## config.mk

```make
export PLATFORM = sky130hd
export DESIGN_NAME = vid_wait_gen
export DESIGN_NICKNAME = d
export VERILOG_FILES = /design/src/rtl/vwg_pkg.sv /design/src/rtl/vwg_bus_decode.sv /design/src/rtl/vwg_ctrl_reg.sv /design/src/rtl/vwg_fixed_stretch.sv /design/src/rtl/vwg_busy_window.sv /design/src/rtl/vid_wait_gen.sv
export SDC_FILE = /design/constraint.sdc
export NUM_CORES = 1
export LEC_CHECK = 0
export ABC_AREA = 1
export ABC_CLOCK_PERIOD_IN_PS = 1200
export BUFFER_PORTS_ARGS = -buffer_cell sky130_fd_sc_hd__buf_2
export CAP_MARGIN = 20
export CELL_PAD_IN_SITES_DETAIL_PLACEMENT = 0
export CELL_PAD_IN_SITES_GLOBAL_PLACEMENT = 1
export CORE_ASPECT_RATIO = 0.6
export CORE_MARGIN = 5
export CORE_UTILIZATION = 39
export DETAILED_ROUTE_END_ITERATION = 8
export GPL_TIMING_DRIVEN = 1
export HOLD_SLACK_MARGIN = 0.08
export PLACE_DENSITY_LB_ADDON = 0.1
export SKIP_LAST_GASP = 1
export SYNTH_ARGS = -nofsm -noshare
export SYNTH_HDL_FRONTEND = slang
export SYNTH_SLANG_ARGS = --single-unit
```

## constraint.sdc

```tcl
create_clock -name clk_i -period 1.2 [get_ports clk_i]
set_clock_uncertainty 0.05 [all_clocks]
set_input_delay 0.06 -clock clk_i [delete_from_list [all_inputs] [get_ports clk_i]]
set_output_delay 0.06 -clock clk_i [all_outputs]
set_load 0.05 [all_outputs]
```

## src/rtl/vwg_pkg.sv

```systemverilog
package vwg_pkg;
  typedef enum logic [1:0] {
    MODE_OFF  = 2'b00,
    MODE_FIX  = 2'b01,
    MODE_BUSY = 2'b10,
    MODE_RSV  = 2'b11
  } vwg_mode_e;
endpackage

```

## src/rtl/vwg_bus_decode.sv

```systemverilog
module vwg_bus_decode #(
  parameter int          ADDR_W   = 8,
  parameter int          VID_LSB  = 2,
  parameter logic [7:0]  VID_BASE = 8'h98,
  parameter logic [7:0]  CTL_ADDR = 8'h9F
) (
  input  logic              clk_i,
  input  logic              rst_ni,
  input  logic [ADDR_W-1:0] addr_i,
  input  logic              iorq_ni,
  input  logic              rd_ni,
  input  logic              wr_ni,
  input  logic              m1_ni,
  output logic              start_vid_o,
  output logic              start_ctl_wr_o,
  output logic              act_vid_o,
  output logic              end_vid_o
);
  localparam int HI = ADDR_W - 1;

  logic act_q, act_d;
  logic vid_q, vid_d;
  logic req, start, vid_hit, ctl_hit;

  always_comb begin
    vid_hit = (addr_i[HI:VID_LSB] == VID_BASE[HI:VID_LSB]);
    ctl_hit = (addr_i == CTL_ADDR[HI:0]);
    req     = !iorq_ni && m1_ni && (!rd_ni || !wr_ni);
    start   = req && !act_q;
  end

  always_comb begin
    act_d = act_q;
    vid_d = vid_q;
    if (start) begin
      act_d = 1'b1;
      vid_d = vid_hit;
    end else if (iorq_ni) begin
      act_d = 1'b0;
      vid_d = 1'b0;
    end
  end

  always_ff @(posedge clk_i or negedge rst_ni) begin
    if (!rst_ni) begin
      act_q <= 1'b0;
      vid_q <= 1'b0;
    end else begin
      act_q <= act_d;
      vid_q <= vid_d;
    end
  end

  assign start_vid_o    = start && vid_hit;
  assign start_ctl_wr_o = start && ctl_hit && !wr_ni;
  assign act_vid_o      = act_q && vid_q;
  assign end_vid_o      = act_q && vid_q && iorq_ni;

  AST_INTACK_NO_VIDEO: assert property (@(posedge clk_i) disable iff (!rst_ni)
    (!m1_ni && !act_q) |=> !act_vid_o);
endmodule

```

## src/rtl/vwg_ctrl_reg.sv

```systemverilog
module vwg_ctrl_reg
  import vwg_pkg::*;
#(
  parameter int DATA_W  = 8,
  parameter int CNT_W   = 3,
  parameter int MAX_FIX = 4,
  parameter int WFLD_W  = 3,
  parameter int WIN_W   = 4
) (
  input  logic              clk_i,
  input  logic              rst_ni,
  input  logic              wr_en_i,
  input  logic [DATA_W-1:0] data_i,
  output vwg_mode_e         mode_o,
  output logic [CNT_W-1:0]  fix_n_o,
  output logic [WIN_W-1:0]  win_len_o
);
  localparam int MODE_LSB = CNT_W;
  localparam int WIN_LSB  = CNT_W + 2;

  logic [DATA_W-1:0] ctrl_q, ctrl_d;
  logic [CNT_W-1:0]  fix_raw;
  logic [WFLD_W-1:0] win_raw;

  always_comb begin
    ctrl_d = ctrl_q;
    if (wr_en_i) ctrl_d = data_i;
  end

  always_ff @(posedge clk_i or negedge rst_ni) begin
    if (!rst_ni) ctrl_q <= '0;
    else         ctrl_q <= ctrl_d;
  end

  always_comb begin
    fix_raw   = ctrl_q[CNT_W-1:0];
    win_raw   = ctrl_q[WIN_LSB +: WFLD_W];
    mode_o    = vwg_mode_e'(ctrl_q[MODE_LSB +: 2]);
    fix_n_o   = (int'(fix_raw) > MAX_FIX) ? CNT_W'(MAX_FIX) : fix_raw;
    win_len_o = WIN_W'(win_raw) + WIN_W'(1);
  end

  AST_CTL_HOLDS: assert property (@(posedge clk_i) disable iff (!rst_ni)
    !wr_en_i |=> $stable(ctrl_q));
endmodule

```

## src/rtl/vwg_fixed_stretch.sv

```systemverilog
module vwg_fixed_stretch
  import vwg_pkg::*;
#(
  parameter int CNT_W   = 3,
  parameter int MAX_FIX = 4
) (
  input  logic             clk_i,
  input  logic             rst_ni,
  input  vwg_mode_e        mode_i,
  input  logic [CNT_W-1:0] fix_n_i,
  input  logic             start_vid_i,
  input  logic             end_vid_i,
  output logic             wait_o
);
  logic [CNT_W-1:0] cnt_q, cnt_d;
  logic             cnt_en;

  always_comb begin
    cnt_en = 1'b1;
    cnt_d  = cnt_q;
    if (start_vid_i && mode_i == MODE_FIX) cnt_d = fix_n_i;
    else if (end_vid_i)                    cnt_d = '0;
    else if (cnt_q != '0)                  cnt_d = cnt_q - 1'b1;
    else                                   cnt_en = 1'b0;
  end

  always_ff @(posedge clk_i or negedge rst_ni) begin
    if (!rst_ni)     cnt_q <= '0;
    else if (cnt_en) cnt_q <= cnt_d;
  end

  assign wait_o = (cnt_q != '0);

  AST_FIX_BOUND: assert property (@(posedge clk_i) disable iff (!rst_ni)
    int'(cnt_q) <= MAX_FIX);
  AST_FIX_COUNTDOWN: assert property (@(posedge clk_i) disable iff (!rst_ni)
    (cnt_q != '0 && !end_vid_i && !start_vid_i) |=> (cnt_q == $past(cnt_q) - 1'b1));
endmodule

```

## src/rtl/vwg_busy_window.sv

```systemverilog
module vwg_busy_window
  import vwg_pkg::*;
#(
  parameter int WIN_W       = 4,
  parameter int SYNC_STAGES = 2
) (
  input  logic             clk_i,
  input  logic             rst_ni,
  input  logic             ref_clk_i,
  input  vwg_mode_e        mode_i,
  input  logic [WIN_W-1:0] win_len_i,
  input  logic             act_vid_i,
  input  logic             end_vid_i,
  output logic             win_run_o,
  output logic             wait_o
);
  localparam logic [WIN_W-1:0] WIN_MAX = {WIN_W{1'b1}};

  logic [SYNC_STAGES:0] sync_q;
  logic                 tick;
  logic [WIN_W-1:0]     win_q, win_d;
  logic                 load, win_en;

  genvar g;
  generate
    for (g = 0; g <= SYNC_STAGES; g++) begin : g_sync
      if (g == 0) begin : g_first
        always_ff @(posedge clk_i or negedge rst_ni) begin
          if (!rst_ni) sync_q[0] <= 1'b0;
          else         sync_q[0] <= ref_clk_i;
        end
      end else begin : g_next
        always_ff @(posedge clk_i or negedge rst_ni) begin
          if (!rst_ni) sync_q[g] <= 1'b0;
          else         sync_q[g] <= sync_q[g-1];
        end
      end
    end
  endgenerate

  assign tick = sync_q[SYNC_STAGES-1] && !sync_q[SYNC_STAGES];
  assign load = end_vid_i && (mode_i == MODE_BUSY);

  always_comb begin
    win_en = 1'b1;
    win_d  = win_q;
    if (load)                     win_d = win_len_i;
    else if (tick && win_q != '0) win_d = win_q - 1'b1;
    else                          win_en = 1'b0;
  end

  always_ff @(posedge clk_i or negedge rst_ni) begin
    if (!rst_ni)     win_q <= '0;
    else if (win_en) win_q <= win_d;
  end

  assign win_run_o = (win_q != '0);
  assign wait_o    = (mode_i == MODE_BUSY) && act_vid_i && win_run_o;

  AST_WIN_BOUND: assert property (@(posedge clk_i) disable iff (!rst_ni)
    win_q <= WIN_MAX);
  AST_WIN_QUIET: assert property (@(posedge clk_i) disable iff (!rst_ni)
    (!load && !tick) |=> $stable(win_q));
endmodule

```

## src/rtl/vid_wait_gen.sv

```systemverilog
module vid_wait_gen
  import vwg_pkg::*;
#(
  parameter int          ADDR_W      = 8,
  parameter int          DATA_W      = 8,
  parameter logic [7:0]  VID_BASE    = 8'h98,
  parameter int          VID_LSB     = 2,
  parameter logic [7:0]  CTL_ADDR    = 8'h9F,
  parameter int          MAX_FIX     = 4,
  parameter int          SYNC_STAGES = 2
) (
  input  logic              clk_i,
  input  logic              rst_ni,
  input  logic [ADDR_W-1:0] addr_i,
  input  logic [DATA_W-1:0] data_i,
  input  logic              iorq_ni,
  input  logic              rd_ni,
  input  logic              wr_ni,
  input  logic              m1_ni,
  input  logic              ref_clk_i,
  output logic              wait_pull_o
);
  localparam int CNT_W  = $clog2(MAX_FIX + 1);
  localparam int WFLD_W = DATA_W - CNT_W - 2;
  localparam int WIN_W  = WFLD_W + 1;

  logic [1:0]       rst_sync_q;
  logic             rst_n;
  logic             start_vid, start_ctl_wr, act_vid, end_vid;
  vwg_mode_e        mode;
  logic [CNT_W-1:0] fix_n;
  logic [WIN_W-1:0] win_len;
  logic             wait_fix, wait_busy, win_run;

  always_ff @(posedge clk_i or negedge rst_ni) begin
    if (!rst_ni) rst_sync_q <= 2'b00;
    else         rst_sync_q <= {rst_sync_q[0], 1'b1};
  end
  assign rst_n = rst_sync_q[1];

  vwg_bus_decode #(
    .ADDR_W(ADDR_W), .VID_LSB(VID_LSB), .VID_BASE(VID_BASE), .CTL_ADDR(CTL_ADDR)
  ) u_dec (
    .clk_i(clk_i), .rst_ni(rst_n), .addr_i(addr_i), .iorq_ni(iorq_ni),
    .rd_ni(rd_ni), .wr_ni(wr_ni), .m1_ni(m1_ni),
    .start_vid_o(start_vid), .start_ctl_wr_o(start_ctl_wr),
    .act_vid_o(act_vid), .end_vid_o(end_vid)
  );

  vwg_ctrl_reg #(
    .DATA_W(DATA_W), .CNT_W(CNT_W), .MAX_FIX(MAX_FIX), .WFLD_W(WFLD_W), .WIN_W(WIN_W)
  ) u_ctl (
    .clk_i(clk_i), .rst_ni(rst_n), .wr_en_i(start_ctl_wr), .data_i(data_i),
    .mode_o(mode), .fix_n_o(fix_n), .win_len_o(win_len)
  );

  vwg_fixed_stretch #(.CNT_W(CNT_W), .MAX_FIX(MAX_FIX)) u_fix (
    .clk_i(clk_i), .rst_ni(rst_n), .mode_i(mode), .fix_n_i(fix_n),
    .start_vid_i(start_vid), .end_vid_i(end_vid), .wait_o(wait_fix)
  );

  vwg_busy_window #(.WIN_W(WIN_W), .SYNC_STAGES(SYNC_STAGES)) u_busy (
    .clk_i(clk_i), .rst_ni(rst_n), .ref_clk_i(ref_clk_i), .mode_i(mode),
    .win_len_i(win_len), .act_vid_i(act_vid), .end_vid_i(end_vid),
    .win_run_o(win_run), .wait_o(wait_busy)
  );

  assign wait_pull_o = wait_fix || wait_busy;

  AST_WAIT_ONLY_VIDEO: assert property (@(posedge clk_i) disable iff (!rst_n)
    wait_pull_o |-> act_vid);
  AST_OFF_NO_WAIT: assert property (@(posedge clk_i) disable iff (!rst_n)
    (mode == MODE_OFF || mode == MODE_RSV) |-> !wait_pull_o);
  AST_IDLE_WINDOW_FREE: assert property (@(posedge clk_i) disable iff (!rst_n)
    (mode == MODE_BUSY && !win_run) |-> !wait_pull_o);
endmodule

```

==> results.json <==
{
  "min_period_over_period": 1.15,
  "gp_congestion": 0.759,
  "syn_inst": 152,
  "post-dp-hpwl_mm": 1.96,
  "swShare": 0.345,
  "startpoint": "u_fix.cnt_q[0]$_DFFE_PN0P_",
  "cp.arrival_ps": 1270,
  "nets": 241,
  "dpl-instance-area_mm2": 0.00154,
  "gr-total-overflow": 0,
  "grt_max_degree": 21,
  "powerDensity_mw_per_mm2": 1520,
  "cts_tree": "built",
  "hold_class": "in2reg",
  "syn_area_mm2": 0.00123,
  "syn_area_per_cell_um2": 8.08,
  "yosysTopAreaCell": "dfrtp_1",
  "ys.flop_type": "dfrtp_1",
  "clkPwrFrac": 0.185,
  "coreArea_mm2": 0.00295,
  "crit_path_max_fanout": 2,
  "firstDrtPassIters": 6,
  "antenna_found_initial": 0,
  "cts_buffer_depth": 2,
  "cts_root_buf": "clkbuf_8",
  "clock_sinks": 22,
  "io_buffers": 23,
  "synthArstFlopShare": 1.00,
  "fin_area_mm2": 0.00184,
  "fmax_mhz": 723,
  "die_x_um": 82.4,
  "layout-drive-gt1-share": 0.413,
  "yosysWarningCount": 0,
  "drc": 0,
  "seq_area_frac_synth": 0.449,
  "die_area_mm2": 0.00441,
  "numCtsBuffers": 3,
  "maxCapViolCount": 0,
  "drt_iter0_markers": 15,
  "syn_nets": 179,
  "crit_end": "wait_pull_o",
  "rsz0062_at_grt": "true",
  "synth.top_cells.by_count": "35 x inv_1, 35 x nand2_1, 22 x dfrtp_1",
  "pwr-share-comb": 0.477,
  "setup_violations": 16,
  "wl_mm": 2.71,
  "htreeDepth": 1,
  "io_pins": 24,
  "period_needed_ps": 1380,
  "clkLatencyLatePin_ps": 250,
  "outcome": "finished with violations",
  "grt_pass1_vias": 1077,
  "startpoint_type": "flip-flop",
  "multi_input_area_um2": 634,
  "vias_per_cell": 4.27,
  "worst_slack_ps": -183,
  "num_antenna_cells": 0,
  "synth.area.top_cells": "dfrtp_1 45%, inv_1 11%, nand2_1 11%, nand3_1 6.1%, o21ai_2 5.7%",
  "grt_pass1_wl_mm": 4.81,
  "start_util": 0.417,
  "synth_seq_cells": 22,
  "rr_worst_depth": 10,
  "worst-setup-path-type": "reg2out",
  "fillers": 287,
  "utilization": 0.626,
  "holdWs_ps": 152,
  "finalHoldViolCount": 0,
  "synth_top_area_frac": 0.449,
  "slew_violations": 0,
  "yosysUniqueCellTypes": 20,
  "rows": 15,
  "r2r-start": "u_fix.cnt_q[0]$_DFFE_PN0P_",
  "cp.required_ps": 1090,
  "power_leakage_uw": 0.00103,
  "peakVddDrop_v": 0.000630,
  "routedWlPerCell_um": 10.6,
  "r2r_slack_ps": -140,
  "r2r_end": "u_fix.cnt_q[2]$_DFFE_PN0P_",
  "syn2layout_area_growth_pct": 50.3,
  "whs_path_depth": 3,
  "vias": 1089,
  "cts.reportedPaths.clkPinSlew_ps": 80,
  "intPower_uw": 1830,
  "violations": "negative setup slack",
  "end_kind": "primary output",
  "ant_nets": 0,
  "synth_edf_count": 0,
  "p_total_uw": 2800,
  "switchingPower_uw": 965,
  "place_ws_ps": -116,
  "dieHeight_um": 53.5,
  "power_frac_seq": 0.338,
  "register_area_um2": 551,
  "grt_use_total": 0.149
}
state kept, by name, summed over array words and instances, names as in the netlist:
| name | count |
|---|---|
| u_ctl.ctrl_q | 8 |
| u_busy.win_q | 4 |
| u_busy.sync_q | 3 |
| u_fix.cnt_q | 3 |
| rst_sync_q | 2 |
| u_dec.act_q | 1 |
| u_dec.vid_q | 1 |
how the worst min path moves through the flow:
stage	from	end	slack, ps
final	iorq_ni	u_dec.vid_q$_DFFE_PN0P_	150
after global placement	rst_ni	rst_sync_q[0]$_DFF_PN0_	-210
after CTS	iorq_ni	u_dec.vid_q$_DFFE_PN0P_	140
after global routing	iorq_ni	u_dec.vid_q$_DFFE_PN0P_	180
after floorplan	rst_ni	rst_sync_q[0]$_DFF_PN0_	-290
after detailed placement	rst_ni	rst_sync_q[0]$_DFF_PN0_	-200
layer usage:
layer / up-vias / part of all wire / global-route usage
met5: - / 0 / 0
met4: 0 / 0.0026 / 0.0166
met3: 2 / 0.037 / 0.0476
met2: 12 / 0.45 / 0.245
met1: 482 / 0.51 / 0.196
li1: 593 / - / -
cell usage in the layout (no fill, tap or decap), types with 2 or more instances in the layout:
| cell | synthesis | final |
|---|---|---|
| inv_1 | 35 | 29 |
| nand2_1 | 35 | 27 |
| buf_2 | 0 | 22 |
| dfrtp_1 | 22 | 22 |
| buf_4 | 0 | 21 |
| nand3_1 | 15 | 14 |
| dlygate4sd3_1 | 0 | 12 |
| o21ai_2 | 8 | 11 |
| nor2_1 | 9 | 8 |
| nand2_2 | 0 | 8 |
| inv_2 | 2 | 7 |
| o21ai_0 | 8 | 4 |
| clkbuf_8 | 0 | 4 |
| nand3b_4 | 2 | 3 |
| ha_4 | 0 | 3 |
| nand4_1 | 2 | 2 |
| nand3_2 | 1 | 2 |
| xnor2_1 | 2 | 2 |
| buf_6 | 1 | 2 |
timing repair:
item / 4_1_cts / 5_1_grt
setup buffers: 4 / 2
pin swaps: 5 / 0
endpoints found under the hold margin: 12 / 0
gates cloned: 1 / 0
resized for setup: 15 / 9
hold buffers: 12 / 0
endpoints found under the setup margin: 16 / 17
cells by family (layout without fill, tap and decap cells):
| logic type | count (synthesis) | after routing | synth area share |
|---|---|---|---|
| DFF | 22 | 22 | 0.449 |
| buffers and inverters | 38 | 98 | 0.122 |
| AOI/OAI and AO/OA | 19 | 19 | 0.105 |
| adders and majority gates | 4 | 4 | 0.0408 |
| other | 1 | 1 | 0.00306 |
| xor gates and xnor gates | 2 | 2 | 0.0143 |
| and+or+nand+nor | 66 | 67 | 0.266 |
metrics by stage:
step	TNS (ps)	cells
2_1_floorplan	-165	152
3_3_place_gp	-912	232
3_5_place_dp	-1290	232
4_1_cts	-718	253
5_1_grt	-2340	255
6_report	-968	255
critical path: stages, from the launching register on:
cell and delay [ps]:
dfrtp_1 340, inv_2 50, ha_4 150, ha_4 150, buf_6 110, o21ai_4 40
buf_6 170
layout make-up:
type | instances | area share
multi-input combinational | 93 | 0.344
timing repair buffer | 57 | 0.223
inverter | 37 | 0.0767
clock buffer | 4 | 0.0299
tap | 42 | 0.0285
sequential | 22 | 0.299
power groups by stage:
stage / combinational, uW / sequential (uW) / clock, uW
3_3_place_gp: 1060 / 954 / 0
3_5_place_dp: 1070 / 955 / 0
2_1_floorplan: 761 / 953 / 0
5_1_grt: 1530 / 958 / 575
4_1_cts: 1260 / 946 / 546
6_report: 1330 / 946 / 519
Note: power is estimated with default switching activity, not from simulation.
